**src/rtl/rng_regfront_pkg.sv**
```systemverilog
package rng_regfront_pkg;
  localparam int unsigned REG_W = 32;

  // register offsets
  localparam int unsigned OFS_CTRL = 'h0;
  localparam int unsigned OFS_STAT = 'h4;
  localparam int unsigned OFS_DATA = 'h8;

  // control fields
  localparam int unsigned CB_EN      = 2;
  localparam int unsigned CB_IE      = 3;
  localparam int unsigned CB_CLK_OFF = 5;

  // status fields
  localparam int unsigned SB_READY     = 0;
  localparam int unsigned SB_CLK_LIVE  = 1;
  localparam int unsigned SB_SEED_LIVE = 2;
  localparam int unsigned SB_CLK_FLAG  = 5;
  localparam int unsigned SB_SEED_FLAG = 6;
endpackage

```
**src/rtl/rng_bit_packer.sv**
```systemverilog
module rng_bit_packer #(
  parameter int unsigned WORD_W = 32
) (
  input  logic              clk,
  input  logic              rst,
  input  logic              clr,
  input  logic              accept,
  input  logic              bit_in,
  output logic              push,
  output logic [WORD_W-1:0] word
);
  localparam int unsigned CNT_W = (WORD_W > 1) ? $clog2(WORD_W) : 1;
  localparam logic [CNT_W-1:0] LAST = CNT_W'(WORD_W - 1);

  logic [WORD_W-1:0] shreg;
  logic [CNT_W-1:0]  fill;

  // newest sample enters at the top; after a full word the first one sits at bit 0
  assign word = {bit_in, shreg[WORD_W-1:1]};
  assign push = accept && (fill == LAST);

  always_ff @(posedge clk) begin
    if (rst || clr) begin
      shreg <= '0;
      fill  <= '0;
    end else if (accept) begin
      shreg <= word;
      fill  <= (fill == LAST) ? '0 : fill + 1'b1;
    end
  end
endmodule

```
**src/rtl/rng_word_fifo.sv**
```systemverilog
module rng_word_fifo #(
  parameter int unsigned WORD_W = 32,
  parameter int unsigned DEPTH  = 4
) (
  input  logic                       clk,
  input  logic                       rst,
  input  logic                       clr,
  input  logic                       push,
  input  logic [WORD_W-1:0]          din,
  input  logic                       pop,
  output logic [WORD_W-1:0]          dout,
  output logic                       empty,
  output logic                       full,
  output logic [$clog2(DEPTH+1)-1:0] count
);
  localparam int unsigned PTR_W = (DEPTH > 1) ? $clog2(DEPTH) : 1;
  localparam int unsigned CNT_W = $clog2(DEPTH + 1);

  logic [WORD_W-1:0] mem [DEPTH];
  logic [PTR_W-1:0]  wr_ptr, rd_ptr;
  logic              do_push, do_pop;

  function automatic logic [PTR_W-1:0] step(input logic [PTR_W-1:0] p);
    return (p == PTR_W'(DEPTH - 1)) ? '0 : p + 1'b1;
  endfunction

  assign empty   = (count == '0);
  assign full    = (count == CNT_W'(DEPTH));
  assign do_push = push && !full;
  assign do_pop  = pop && !empty;
  assign dout    = mem[rd_ptr];

  // storage without reset so it maps onto RAM
  always_ff @(posedge clk) begin
    if (do_push) mem[wr_ptr] <= din;
  end

  always_ff @(posedge clk) begin
    if (rst || clr) begin
      wr_ptr <= '0;
      rd_ptr <= '0;
      count  <= '0;
    end else begin
      if (do_push) wr_ptr <= step(wr_ptr);
      if (do_pop)  rd_ptr <= step(rd_ptr);
      case ({do_push, do_pop})
        2'b10:   count <= count + 1'b1;
        2'b01:   count <= count - 1'b1;
        default: count <= count;
      endcase
    end
  end
endmodule

```
**src/rtl/rng_seed_monitor.sv**
```systemverilog
module rng_seed_monitor #(
  parameter int unsigned RUN_LIMIT = 64
) (
  input  logic clk,
  input  logic rst,
  input  logic clr,
  input  logic sample_valid,
  input  logic sample,
  output logic stuck
);
  localparam int unsigned RUN_W = $clog2(RUN_LIMIT + 1);
  localparam logic [RUN_W-1:0] LIMIT = RUN_W'(RUN_LIMIT);

  logic [RUN_W-1:0] run_len;
  logic             last;

  assign stuck = (run_len == LIMIT);

  always_ff @(posedge clk) begin
    if (rst || clr) begin
      run_len <= '0;
      last    <= 1'b0;
    end else if (sample_valid) begin
      last <= sample;
      if (run_len != '0 && sample == last)
        run_len <= (run_len == LIMIT) ? run_len : run_len + 1'b1;
      else
        run_len <= RUN_W'(1);
    end
  end
endmodule

```
**src/rtl/rng_regfront.sv**
```systemverilog
module rng_regfront
  import rng_regfront_pkg::*;
#(
  parameter int unsigned ADDR_W      = 4,
  parameter int unsigned FIFO_DEPTH  = 4,
  parameter int unsigned RUN_LIMIT   = 64,
  parameter int unsigned FLUSH_WORDS = 12
) (
  input  logic             clk,
  input  logic             rst,
  input  logic             bus_valid,
  input  logic             bus_write,
  input  logic [ADDR_W-1:0] bus_addr,
  input  logic [REG_W-1:0] bus_wdata,
  output logic [REG_W-1:0] bus_rdata,
  input  logic             ent_valid,
  input  logic             ent_bit,
  input  logic             clk_fault,
  output logic             irq
);
  localparam int unsigned FL_W  = $clog2(FLUSH_WORDS + 1);
  localparam int unsigned CNT_W = $clog2(FIFO_DEPTH + 1);

  logic en_q, ie_q, clk_off_q;
  logic clk_live_q, clk_flag_q, seed_flag_q, seed_flag_d;
  logic [FL_W-1:0] flush_q;
  logic [REG_W-1:0] rdata_q, rd_mux;
  logic irq_q;

  logic wr_acc, rd_acc, hit_ctrl, hit_stat, hit_data, dr_read;
  logic halt, accept, r_ready;
  logic secs;
  logic pk_push;
  logic [REG_W-1:0] pk_word, fifo_dout;
  logic fifo_empty, fifo_full, fifo_clr;
  logic [CNT_W-1:0] fifo_count;

  assign wr_acc   = bus_valid && bus_write;
  assign rd_acc   = bus_valid && !bus_write;
  assign hit_ctrl = (bus_addr == ADDR_W'(OFS_CTRL));
  assign hit_stat = (bus_addr == ADDR_W'(OFS_STAT));
  assign hit_data = (bus_addr == ADDR_W'(OFS_DATA));
  assign dr_read  = rd_acc && hit_data;

  assign halt     = seed_flag_q || (flush_q != '0);
  assign r_ready  = !fifo_empty && !halt;
  assign accept   = ent_valid && en_q && !halt && !fifo_full;
  assign fifo_clr = !en_q || seed_flag_q;

  rng_seed_monitor #(.RUN_LIMIT(RUN_LIMIT)) i_mon (
    .clk(clk), .rst(rst), .clr(!en_q),
    .sample_valid(ent_valid), .sample(ent_bit), .stuck(secs)
  );

  rng_bit_packer #(.WORD_W(REG_W)) i_pack (
    .clk(clk), .rst(rst), .clr(fifo_clr),
    .accept(accept), .bit_in(ent_bit),
    .push(pk_push), .word(pk_word)
  );

  rng_word_fifo #(.WORD_W(REG_W), .DEPTH(FIFO_DEPTH)) i_fifo (
    .clk(clk), .rst(rst), .clr(fifo_clr),
    .push(pk_push), .din(pk_word),
    .pop(dr_read && r_ready),
    .dout(fifo_dout), .empty(fifo_empty), .full(fifo_full),
    .count(fifo_count)
  );

  // a live fault takes priority over a software clear
  always_comb begin
    seed_flag_d = seed_flag_q;
    if (secs)
      seed_flag_d = 1'b1;
    else if (wr_acc && hit_stat && !bus_wdata[SB_SEED_FLAG])
      seed_flag_d = 1'b0;
  end

  always_comb begin
    rd_mux = '0;
    if (hit_ctrl) begin
      rd_mux[CB_EN]      = en_q;
      rd_mux[CB_IE]      = ie_q;
      rd_mux[CB_CLK_OFF] = clk_off_q;
    end else if (hit_stat) begin
      rd_mux[SB_READY]     = r_ready;
      rd_mux[SB_CLK_LIVE]  = clk_live_q;
      rd_mux[SB_SEED_LIVE] = secs;
      rd_mux[SB_CLK_FLAG]  = clk_flag_q;
      rd_mux[SB_SEED_FLAG] = seed_flag_q;
    end else if (hit_data) begin
      rd_mux = r_ready ? fifo_dout : '0;
    end
  end

  always_ff @(posedge clk) begin
    if (rst) begin
      en_q        <= 1'b0;
      ie_q        <= 1'b0;
      clk_off_q   <= 1'b0;
      clk_live_q  <= 1'b0;
      clk_flag_q  <= 1'b0;
      seed_flag_q <= 1'b0;
      flush_q     <= '0;
      rdata_q     <= '0;
      irq_q       <= 1'b0;
    end else begin
      if (wr_acc && hit_ctrl) begin
        en_q      <= bus_wdata[CB_EN];
        ie_q      <= bus_wdata[CB_IE];
        clk_off_q <= bus_wdata[CB_CLK_OFF];
      end

      clk_live_q <= clk_fault && !clk_off_q;
      if (clk_live_q)
        clk_flag_q <= 1'b1;
      else if (wr_acc && hit_stat && !bus_wdata[SB_CLK_FLAG])
        clk_flag_q <= 1'b0;

      seed_flag_q <= seed_flag_d;
      if (seed_flag_q && !seed_flag_d)
        flush_q <= FL_W'(FLUSH_WORDS);
      else if (dr_read && flush_q != '0)
        flush_q <= flush_q - 1'b1;

      if (rd_acc) rdata_q <= rd_mux;
      irq_q <= ie_q && (r_ready || clk_flag_q || seed_flag_q);
    end
  end

  assign bus_rdata = rdata_q;
  assign irq       = irq_q;
endmodule

```
**config.mk**
```make
export PLATFORM = sky130hd
export DESIGN_NAME = rng_regfront
export DESIGN_NICKNAME = d
export VERILOG_FILES = /design/src/rtl/rng_regfront_pkg.sv /design/src/rtl/rng_bit_packer.sv /design/src/rtl/rng_word_fifo.sv /design/src/rtl/rng_seed_monitor.sv /design/src/rtl/rng_regfront.sv
export SDC_FILE = /design/constraint.sdc
export NUM_CORES = 1
export LEC_CHECK = 0
export BUFFER_PORTS_ARGS = -buffer_cell sky130_fd_sc_hd__clkbuf_2
export CAP_MARGIN = 20
export CORE_MARGIN = 4
export CORE_UTILIZATION = 35
export CTS_CLUSTER_SIZE = 16
export DETAILED_ROUTE_END_ITERATION = 8
export GPL_TIMING_DRIVEN = 0
export SLEW_MARGIN = 20
export SYNTH_ARGS = -nofsm -noshare
export SYNTH_HDL_FRONTEND = slang
export SYNTH_SLANG_ARGS = --single-unit
export TNS_END_PERCENT = 30
```
**constraint.sdc**
```tcl
create_clock -name clk -period 5.6 [get_ports clk]
set_clock_uncertainty 0.15 [all_clocks]
set_input_delay 0.56 -clock clk [delete_from_list [all_inputs] [get_ports clk]]
set_output_delay 0.56 -clock clk [all_outputs]
set_load 0.02 [all_outputs]
```
* Yosys cells after proc, flatten, opt, wreduce, memory -nomap -nowiden
Memory sizes are Yosys's and may differ from the RTL's. A register that Yosys moved wholly into a read port is not among the register bits. Index checks and enable logic that the tools add are counted.
Cells by class: add/sub/neg operators 7, multiply operators 0, divide/modulo/power cells 0, $lt $le $gt $ge 0, equality and inequality tests 11, shift operators 0, multiplexer cells 27, bitwise gates (word level) 0, reduce and logical (&&, ||, !) cells 44
Operators with widths (number):
- 32-bit two-way mux | 2
- 26-bit two-way mux | 1
- 25-bit two-way mux | 1
- 1-bit logical AND | 20
- 2-bit two-way mux | 8
- 7-bit two-way mux | 2
- 1-bit logical NOT | 9
- 1-bit two-way mux | 8
- 4-bit two-way mux | 2
- 7-bit by 1-bit adder with 7-bit output (second input constant) | 1
- 7-bit == test (second input constant) | 1
- 7-bit nonzero test | 1
- 2-bit == test (second input constant) | 3
- 1-bit logical OR | 6
- 3-bit case mux with 2 select lines | 1
- 2-bit nonzero test | 3
- 5-bit by 1-bit adder with 5-bit output (second input constant) | 1
- 5-bit == test (second input constant) | 1
- 5-bit two-way mux | 1
- 2-bit by 1-bit adder with 2-bit output (second input constant) | 2
- 4-bit by 3-bit == test with 1-bit output (second input constant) | 1
- 4-bit == test (second input constant) | 1
- 4-bit logical NOT | 1
- 4-bit nonzero test | 1
- other kinds (11) | 11
Storage, ports and cells: register bits after elaboration 95, latch bits 0, RAM bits 128, bits in read-only memories 0, output and inout bits 33, memories kept 1
Memories:
- i_fifo.mem | depth 4, width 32, rd ports 1, clocked after memory_dff 1, write ports 1, line rng_word_fifo.sv:19 | logic [WORD_W-1:0] mem [DEPTH];

* Logic depth before layout (Yosys ltp)
Gate-level depths: netlist of run 1.
depth in word-level cells 9, depth in mapped cells 13, depth with buffers taken out 12

* Cells and area by module
A second synthesis of run 1 with hierarchy kept.
Second synthesis, totals: cell total of the unflattened synthesis 592, area total of the unflattened synthesis 8728.4 um2
Modules (own cells, without submodules):
- rng_word_fifo | times used 1, cells each 223, area each 5113.7 um2, sequential area each 4023.9 um2
- rng_regfront | times used 1, cells each 187, area each 1778.0 um2, sequential area each 860.8 um2
- rng_bit_packer | times used 1, cells each 125, area each 1342.5 um2, sequential area each 720.7 um2
- rng_seed_monitor | times used 1, cells each 57, area each 494.2 um2, sequential area each 160.2 um2

* Least setup slack after synthesis of run 1
Ideal clock, no wire load.
kind input to register, start input port bus_addr[1], end register i_fifo.count[2], library setup time 0.128 ns, arrival time 2.678 ns, required time 5.322 ns, setup slack 2.644 ns, cell stages on the path 10, path buffers 1, cells stage by stage or4b_1 nor4_2 buf_2 ha_1 inv_1 fa_1 xor2_1 nor2_1 xnor2_1 nor2_1
On the way: longest elaborated chain between the ends 6, elaborated cells on any way between the ends 8, those cells by class eq/ne: 3; mux: 1; reduce/logical: 4
RTL lines:
- from (decl) | line rng_regfront.sv:13 | input logic [ADDR_W-1:0] bus_addr,
- 4-bit == test (*) | line rng_regfront.sv:42 | assign hit_data = (bus_addr == ADDR_W'(OFS_DATA));
- 1-bit logical AND (*) | line rng_regfront.sv:43 | assign dr_read = rd_acc && hit_data;
- 1-bit logical AND (*) | line rng_regfront.sv:64 | .pop(dr_read && r_ready),
- 1-bit logical AND (*) | line rng_word_fifo.sv:30 | assign do_pop = pop && !empty;
- 2-bit by 1-bit == test with 1-bit output or 2-bit == test (tied branches) | line rng_word_fifo.sv:46 | case ({do_push, do_pop})
- 3-bit case mux with 2 select lines or 2-bit nonzero test (tied branches)
- to (signal assigned) | line rng_word_fifo.sv:47 | 2'b10: count <= count + 1'b1;
- to (signal assigned) | line rng_word_fifo.sv:48 | 2'b01: count <= count - 1'b1;
- to (signal assigned) | line rng_word_fifo.sv:49 | default: count <= count;
- to (decl) | line rng_word_fifo.sv:14 | output logic [$clog2(DEPTH+1)-1:0] count
Every way passes the cells marked *; elsewhere a longest branch is shown, timed or not. A chain may end at the register's enable or synchronous reset.

* Worst setup path after layout of run 1
start register flush_q[0], end register i_fifo.count[2]
On the way: longest elaborated chain between the ends 9, elaborated cells on any way between the ends 14, those cells by class eq/ne: 2; mux: 1; reduce/logical: 11
RTL lines:
- from (decl) | line rng_regfront.sv:26 | logic [FL_W-1:0] flush_q;
- from (signal assigned) | line rng_regfront.sv:121 | flush_q <= FL_W'(FLUSH_WORDS);
- from (signal assigned) | line rng_regfront.sv:123 | flush_q <= flush_q - 1'b1;
- 4-bit nonzero test (*) | line rng_regfront.sv:45 | assign halt = seed_flag_q || (flush_q != '0);
- 1-bit logical OR (*) | line rng_regfront.sv:45
- 1-bit logical NOT (*) | line rng_regfront.sv:46, rng_regfront.sv:47
- 1-bit logical AND (2 in series) | line rng_regfront.sv:47 | assign accept = ent_valid && en_q && !halt && !fifo_full;
- 1-bit logical AND | line rng_bit_packer.sv:20 | assign push = accept && (fill == LAST);
- 1-bit logical AND | line rng_word_fifo.sv:29 | assign do_push = push && !full;
- 2-bit by 1-bit == test with 1-bit output or 2-bit == test (tied branches) | line rng_word_fifo.sv:46
- 3-bit case mux with 2 select lines or 2-bit nonzero test (tied branches)
Marked as above.

==> results.ini, run 1 <==
[status]
status=completed

[timing]
setup_viol=0
fmaxAchievable_mhz=309
tns_ns=0
worstMarginPinSlew_ns=0.934
rsz0062_at_grt=no
worst_slack_ns=2.36
fin_hold_ws_ns=0.148
report.final.slew_viol_count=0
period_needed_ns=3.24
slew_headroom_pct=37.7
fin_crit_sh_pct=57.8
report.final.hold_viol_count=0

[die]
start_util_pct=35.9
die_w_um=164
num_rows=56
dieArea_um2=26900
core_area_um2=23700
ios=76
die_h_um=164

[hold_path]
hp-class=in -> reg
holdPathStages=2
hold_end=clk_live_q
min_from=clk_fault

[detailed_routing]
drtIter0Drc=347
firstDrtPassIters=4
vias=5091
viasPerCell=4.93
drt-total-wl_mm=17.1
drc=0
wire_per_inst_um=16.6
ant_nets=0

[clocking]
cts-root-buf=clkbuf_16
cts.sinks=224
cts-htree-levels=1
holdBufCountCts=0
path_clk_slew_ns=0.06
cts_buffer_depth=3
post_cts_buffers=0
clkLatencyLatePin_ns=0.50
cts-resized-gates=0
cts_tree=built
cts_buffers=23

[synth]
syn_inst=622
synth_nets=678
dominantRegCellSynth=edfxtp_1
synth_edf_count=128
syn_area_per_cell_um2=13.7
synth.distinct_cells=49
ys.warnings.count=0
ys_ff_latch=224
synth.cell_area_um2=8500
seq_area_frac_synth_pct=67.8
async_reset_ff_share_pct=0

[cells_and_area]
final_cells=1032
fin_area_um2=9980
finish.net_count=752
area_delta_synth_final_pct=17.4
n_antenna_cell=0
drive_gt1_share_pct=18.7
final_core_util_pct=42.1

[setup_path]
path_class=reg -> reg
cp.arrival_ns=3.46
max_stage_delay_ns=0.50
required_ns=5.82
cp_top_family=simple AND/OR/NAND/NOR gates
crit_path_top_delay_cell=nor3_1
path_buf_inv=3
reg2reg_depth=13
path_cells=inv_1, ha_1, or3b_4, nor3_1, clkbuf_1, nand2_1, ha_1, inv_1, fa_1, xor2_1, nor2_1, xnor2_1, nor2_1
cp_max_fo=10
timing.rr.end=i_fifo.count[2]
reg2reg_slack_ns=2.36
critPathCaptureType=flop
regToRegStartpoint=flush_q[0]
start_kind=flop

[placed_design]
portBuffers=45
dpl_cell_area_um2=9220
dp.cells=990
pre_cts_slack_ns=2.06
finalWeightedCongestion=0.782
dp_hpwl_mm=11.1

[global_route]
gr-usage-all-layers_pct=13.1
grt_max_degree=24
overflow=0
antenna_found_initial=0
grt_pass1_wl_mm=28.0
grt_pass1_vias=5181

[pwr]
total_power_mw=3.29
p_leak_nw=3.49
power.density_nw_per_um2=330
ir_drop_mv=0.171

[job]
maxCapViolations=0

-- layer usage --
metal  track usage [%]  vias to the layer above  wire length (um)
li1                  -                     2470                 -
met1              16.7                     2496              7340
met2              22.8                       98              8460
met3              2.23                       27               877
met4              4.27                        0               442
met5                 0                        -                 0
-- placed cells by master, fill, tap and decap left out, types with 4 or more instances in the layout --
cell type,netlist,layout
a22oi_1,27,27
nand2_1,77,77
mux4_2,32,32
o21ai_0,6,6
clkbuf_1,30,33
and3_2,0,4
nor3_1,7,7
and3_1,9,5
edfxtp_1,128,128
clkbuf_2,0,45
nor2b_1,5,5
xor2_1,5,5
buf_2,4,4
clkbuf_16,0,23
nor2_1,54,54
nand3_1,7,7
xnor2_1,5,5
a21oi_1,47,47
mux2i_1,8,8
nand4_1,5,5
dfxtp_1,96,96
inv_1,12,12
a31oi_1,5,5
ha_1,12,12
clkinv_2,0,5
-- worst max path at each step --
stage                start                 to  cells after the start
3_5_place_dp   bus_addr[1]    i_fifo.count[2]                     11
5_1_grt         flush_q[0]    i_fifo.count[2]                     13
3_3_place_gp     ent_valid  i_fifo.mem[1][18]                      5
2_1_floorplan  bus_addr[1]    i_fifo.count[2]                     10
6_report        flush_q[0]    i_fifo.count[2]                     13
4_1_cts         flush_q[0]    i_fifo.count[2]                     13
-- registers in the layout (all words and copies together) (netlist names), 2 cells and up, named ones only --
register,flops
flush_q,4
bus_rdata,32
i_fifo.wr_ptr,2
i_pack.shreg,31
i_pack.fill,5
i_mon.run_len,7
i_fifo.count,3
i_fifo.mem,128
i_fifo.rd_ptr,2
-- synthesized netlist by cell type (4+ instances only) --
master / n / share of area, %
edfxtp_1: 128 / 45
dfxtp_1: 96 / 23
nand2_1: 77 / 3.4
nor2_1: 54 / 2.4
a21oi_1: 47 / 2.8
mux4_2: 32 / 8.5
clkbuf_1: 30 / 1.3
a22oi_1: 27 / 2.4
ha_1: 12 / 1.8
inv_1: 12 / 0.53
and3_1: 9 / 0.66
mux2i_1: 8 / 0.94
nand3_1: 7 / 0.41
nor3_1: 7 / 0.41
o21ai_0: 6 / 0.35
a31oi_1: 5 / 0.37
nand4_1: 5 / 0.37
nor2b_1: 5 / 0.37
xnor2_1: 5 / 0.51
xor2_1: 5 / 0.51
buf_2: 4 / 0.24
-- area by class of cell --
cell class / instances / area, um2
plain buffers: 37 / 148
clock buffers: 27 / 601
clock inverters: 15 / 160
fillers: 2223 / 13700
inverters: 12 / 45.0
multi-input cells: 349 / 2550
flip-flops and latches: 224 / 5770
well taps: 319 / 399
repair buffers: 49 / 313
-- cell families (layout without fill, tap and decap cells) --
logic type / count (synthesis) / in the layout / share of synthesized area (%)
muxes: 41 / 41 / 9.55
adders and majority gates: 13 / 13 / 2.00
DFF: 224 / 224 / 67.8
buffers and inverters: 49 / 140 / 2.27
xor gates and xnor gates: 10 / 10 / 1.03
AOI/OAI and AO/OA: 97 / 97 / 7.05
and+or+nand+nor: 188 / 188 / 10.3
-- report_power, final --
group / internal [mW] / switching [mW] / leakage, nW
Clock: 0.911 / 0.621 / 0.374
Combinational: 0.0103 / 0.0258 / 0.922
Sequential: 1.72 / 0.00127 / 2.20
No activity file was read; power rests on OpenSTA's default activity.
==> inputs of run 2 (changes only) <==
--- a/config.mk
+++ b/config.mk
@@ -5,6 +5,7 @@
 export SDC_FILE = /design/constraint.sdc
 export NUM_CORES = 1
 export LEC_CHECK = 0
+export ABC_AREA = 1
 export BUFFER_PORTS_ARGS = -buffer_cell sky130_fd_sc_hd__clkbuf_2
 export CAP_MARGIN = 20
 export CORE_MARGIN = 4
==> constraint.sdc (replaced) <==
create_clock -name clk -period 2.8 [get_ports clk]
set_clock_uncertainty 0.15 [all_clocks]
set_input_delay 0.28 -clock clk [delete_from_list [all_inputs] [get_ports clk]]
set_output_delay 0.28 -clock clk [all_outputs]
set_load 0.02 [all_outputs]
==> run 2 against run 1 <==
  * Wire length grew 19%
  * Setup slack lost 2.2 ns
  * Combinational power grew 150%
  * Non-clock buffer count grew 13
  * Highest routed layer unchanged
  * Power grew 99%
  * Synthesized cell count grew 37%
  * Critical endpoint unchanged
  * Cell count grew 25%
==> results.ini, run 2 <==
[status]
status=completed

[cells_and_area]
largest-register=i_fifo.mem
finish.net_count=994
drive_gt1_share_pct=20.0
final_core_util_pct=42.0
n_antenna_cell=0
area_delta_synth_final_pct=18.1
final_cell_mix=nor2_1 (153), edfxtp_1 (128), dfxtp_1 (96)
largest_reg_flops=128
fin_area_um2=10600
final_common_cell=nor2_1

[setup_path]
regToRegStartpoint=flush_q[0]
crit_end=i_fifo.count[2]
path_class=reg -> reg
cp_top_family=adder cells
cp.depth=14
crit_start=flush_q[0]
required_ns=3.05
reg2reg_depth=14
crit_path_top_delay_cell=fa_1
critPathCaptureType=flop
max_stage_delay_ns=0.39
timing.rr.end=i_fifo.count[2]
reg2reg_slack_ns=0.20
cp_max_fo=10
start_kind=flop
path_buf_inv=4
cp.arrival_ns=2.85
path_cells=inv_1, ha_2, nand3_4, nor2_8, nand3_4, clkinv_4, buf_12, ha_1, inv_1, fa_1, a21oi_1, o21ai_1, o21ai_1, a21oi_1

[synth]
synth_top_area_share_pct=42.8
seq_area_frac_synth_pct=64.1
synth_nets=908
dominantRegCellSynth=edfxtp_1
synth.distinct_cells=36
synthTopCellsByArea=edfxtp_1 (43%), dfxtp_1 (21%), nor2_1 (6.6%)
syn_inst=852
ys.warnings.count=0
synth_edf_count=128
async_reset_ff_share_pct=0
synth.cell_area_um2=8990
netlist.top_cell.by_area=edfxtp_1
synth.top_cells.by_count=nor2_1 (157), edfxtp_1 (128), dfxtp_1 (96), o21ai_0 (95), nand2_1 (90)
ys_ff_latch=224
syn_area_per_cell_um2=10.6
synth_most_common_cell=nor2_1

[placed_design]
dpl_cell_area_um2=9770
finalWeightedCongestion=0.735
portBuffers=47
pre_cts_slack_ns=0.199
dp_hpwl_mm=13.2

[timing]
rsz0062_at_grt=no
fin_crit_sh_pct=92.9
report.final.slew_viol_count=0
tns_ns=0
worst_slack_ns=0.198
fmaxAchievable_mhz=384
period_needed_ns=2.60
slew_headroom_pct=39.5
report.final.hold_viol_count=0
worstMarginPinSlew_ns=0.907
setup_viol=0

[die]
die_w_um=168
ios=76
num_rows=58
dieArea_um2=28300
start_util_pct=35.6
core_area_um2=25300
die_h_um=168

[global_route]
antenna_found_initial=0
top_usage_layer=met2
met1_usage_pct=19.8
grt_pass1_vias=5941
grt_use_met3_pct=2.28
gr-usage-all-layers_pct=14.2
overflow=0
grt_max_degree=23
grt_pass1_wl_mm=32.3
met2_usage_pct=23.3

[clocking]
cts-htree-levels=1
cts-root-buf=clkbuf_16
cts.sinks=224
cts_buffers=24
path_clk_slew_ns=0.06
cts_tree=built
clkLatencyLatePin_ns=0.52
cts_buffer_depth=3
post_cts_buffers=0

[pwr]
ir_drop_mv=0.368
switchingPower_mw=1.33
p_int_mw=5.23
swShare_pct=20.3
power_frac_seq_pct=52.5
combPwrFrac_pct=1.4
p_leak_nw=4.00
clkPwrFrac_pct=46.1
total_power_mw=6.56
power.density_nw_per_um2=618

[detailed_routing]
vias=6136
viasPerCell=4.77
wire_per_inst_um=15.8
firstDrtPassIters=5
drt-total-wl_mm=20.4
drc=0
drtIter0Drc=362
ant_nets=0

[job]
maxCapViolations=0

[hold_path]
hp-class=in -> reg

## run 2: changes by cell type in the layout (fill, tap and decap cells not counted), moves of 14 or more
cell     delta
o22ai_1    +27
a21oi_2    +27
a21oi_1    -22
o21ai_0    +87
mux4_2     -32
nor2_1     +99
nand2_2    +28
nand3_1    +17
a22oi_1    -27
o21ai_1    +14
inv_1      +33
## run 2: power by group through the flow
stage / logic, mW / clock network, mW / registers [mW]
2_1_floorplan: 0.0438 / 0 / 3.52
3_3_place_gp: 0.0822 / 0 / 3.52
3_5_place_dp: 0.0829 / 0 / 3.52
4_1_cts: 0.0924 / 3.10 / 3.45
5_1_grt: 0.0995 / 3.23 / 3.44
6_report: 0.0902 / 3.03 / 3.45
## run 2: worst min path at each step
stage	from	cells after the start	to	slack, ns
finish	rst	4	i_mon.run_len[0]	0.02
global route	rst	4	i_mon.run_len[0]	0.04
CTS	rst	4	i_mon.run_len[0]	0.02
detailed placement	clk_live_q	2	clk_flag_q	0.31
global placement	clk_live_q	2	clk_flag_q	0.30
floorplan	ent_valid	1	i_mon.last	0.22
## run 2: through the flow
| stage | hold slack (ns) | instances |
|---|---|---|
| floorplan | 0.223 | 852 |
| CTS | 0.0198 | 1286 |
| global placement | 0.300 | 1229 |
| global route | 0.0425 | 1286 |
| detailed placement | 0.305 | 1233 |
| finish | 0.0209 | 1286 |
## run 2: cell families (layout without fill, tap and decap cells)
| group | after synthesis | in the layout | synth area share, % |
|---|---|---|---|
| flops | 224 | 224 | 64.1 |
| compound gates | 188 | 188 | 12.1 |
| fa+ha+maj | 13 | 13 | 1.89 |
| xor+xnor | 8 | 8 | 0.779 |
| simple gates | 323 | 323 | 15.9 |
| buf+inv | 96 | 200 | 5.18 |
## run 2: what timing repair did
action,4_1_cts,5_1_grt
endpoints found under the hold margin,14,0
endpoints found under the setup margin,0,1
hold buffers,9,0
resized for setup,0,3
## run 2: layer usage
metal,up-vias,wire length (um)
met5,-,0
met4,0,447
met3,33,1080
met2,168,9400
met1,2864,9440
li1,3071,-
## run 2: layout make-up
| class | instances | area [um2] |
|---|---|---|
| Tap cell | 330 | 413 |
| Sequential cell | 224 | 5770 |
| Clock buffer | 27 | 612 |
| Clock inverter | 17 | 141 |
| Inverter | 57 | 224 |
| Timing Repair Buffer | 60 | 428 |
| Multi-Input combinational cell | 532 | 2790 |
| Buffer | 39 | 241 |
| Fill cell | 2368 | 14600 |
## run 2: worst reg2reg max path, stage by stage, from the launching register on
cell and delay (ns):
dfxtp_1 0.31, inv_1 0.10, ha_2 0.22, nand3_4 0.12, nor2_8 0.17, nand3_4 0.12
clkinv_4 0.11, buf_12 0.14, ha_1 0.15, inv_1 0.07, fa_1 0.39, a21oi_1 0.15
o21ai_1 0.11, o21ai_1 0.14, a21oi_1 0.05
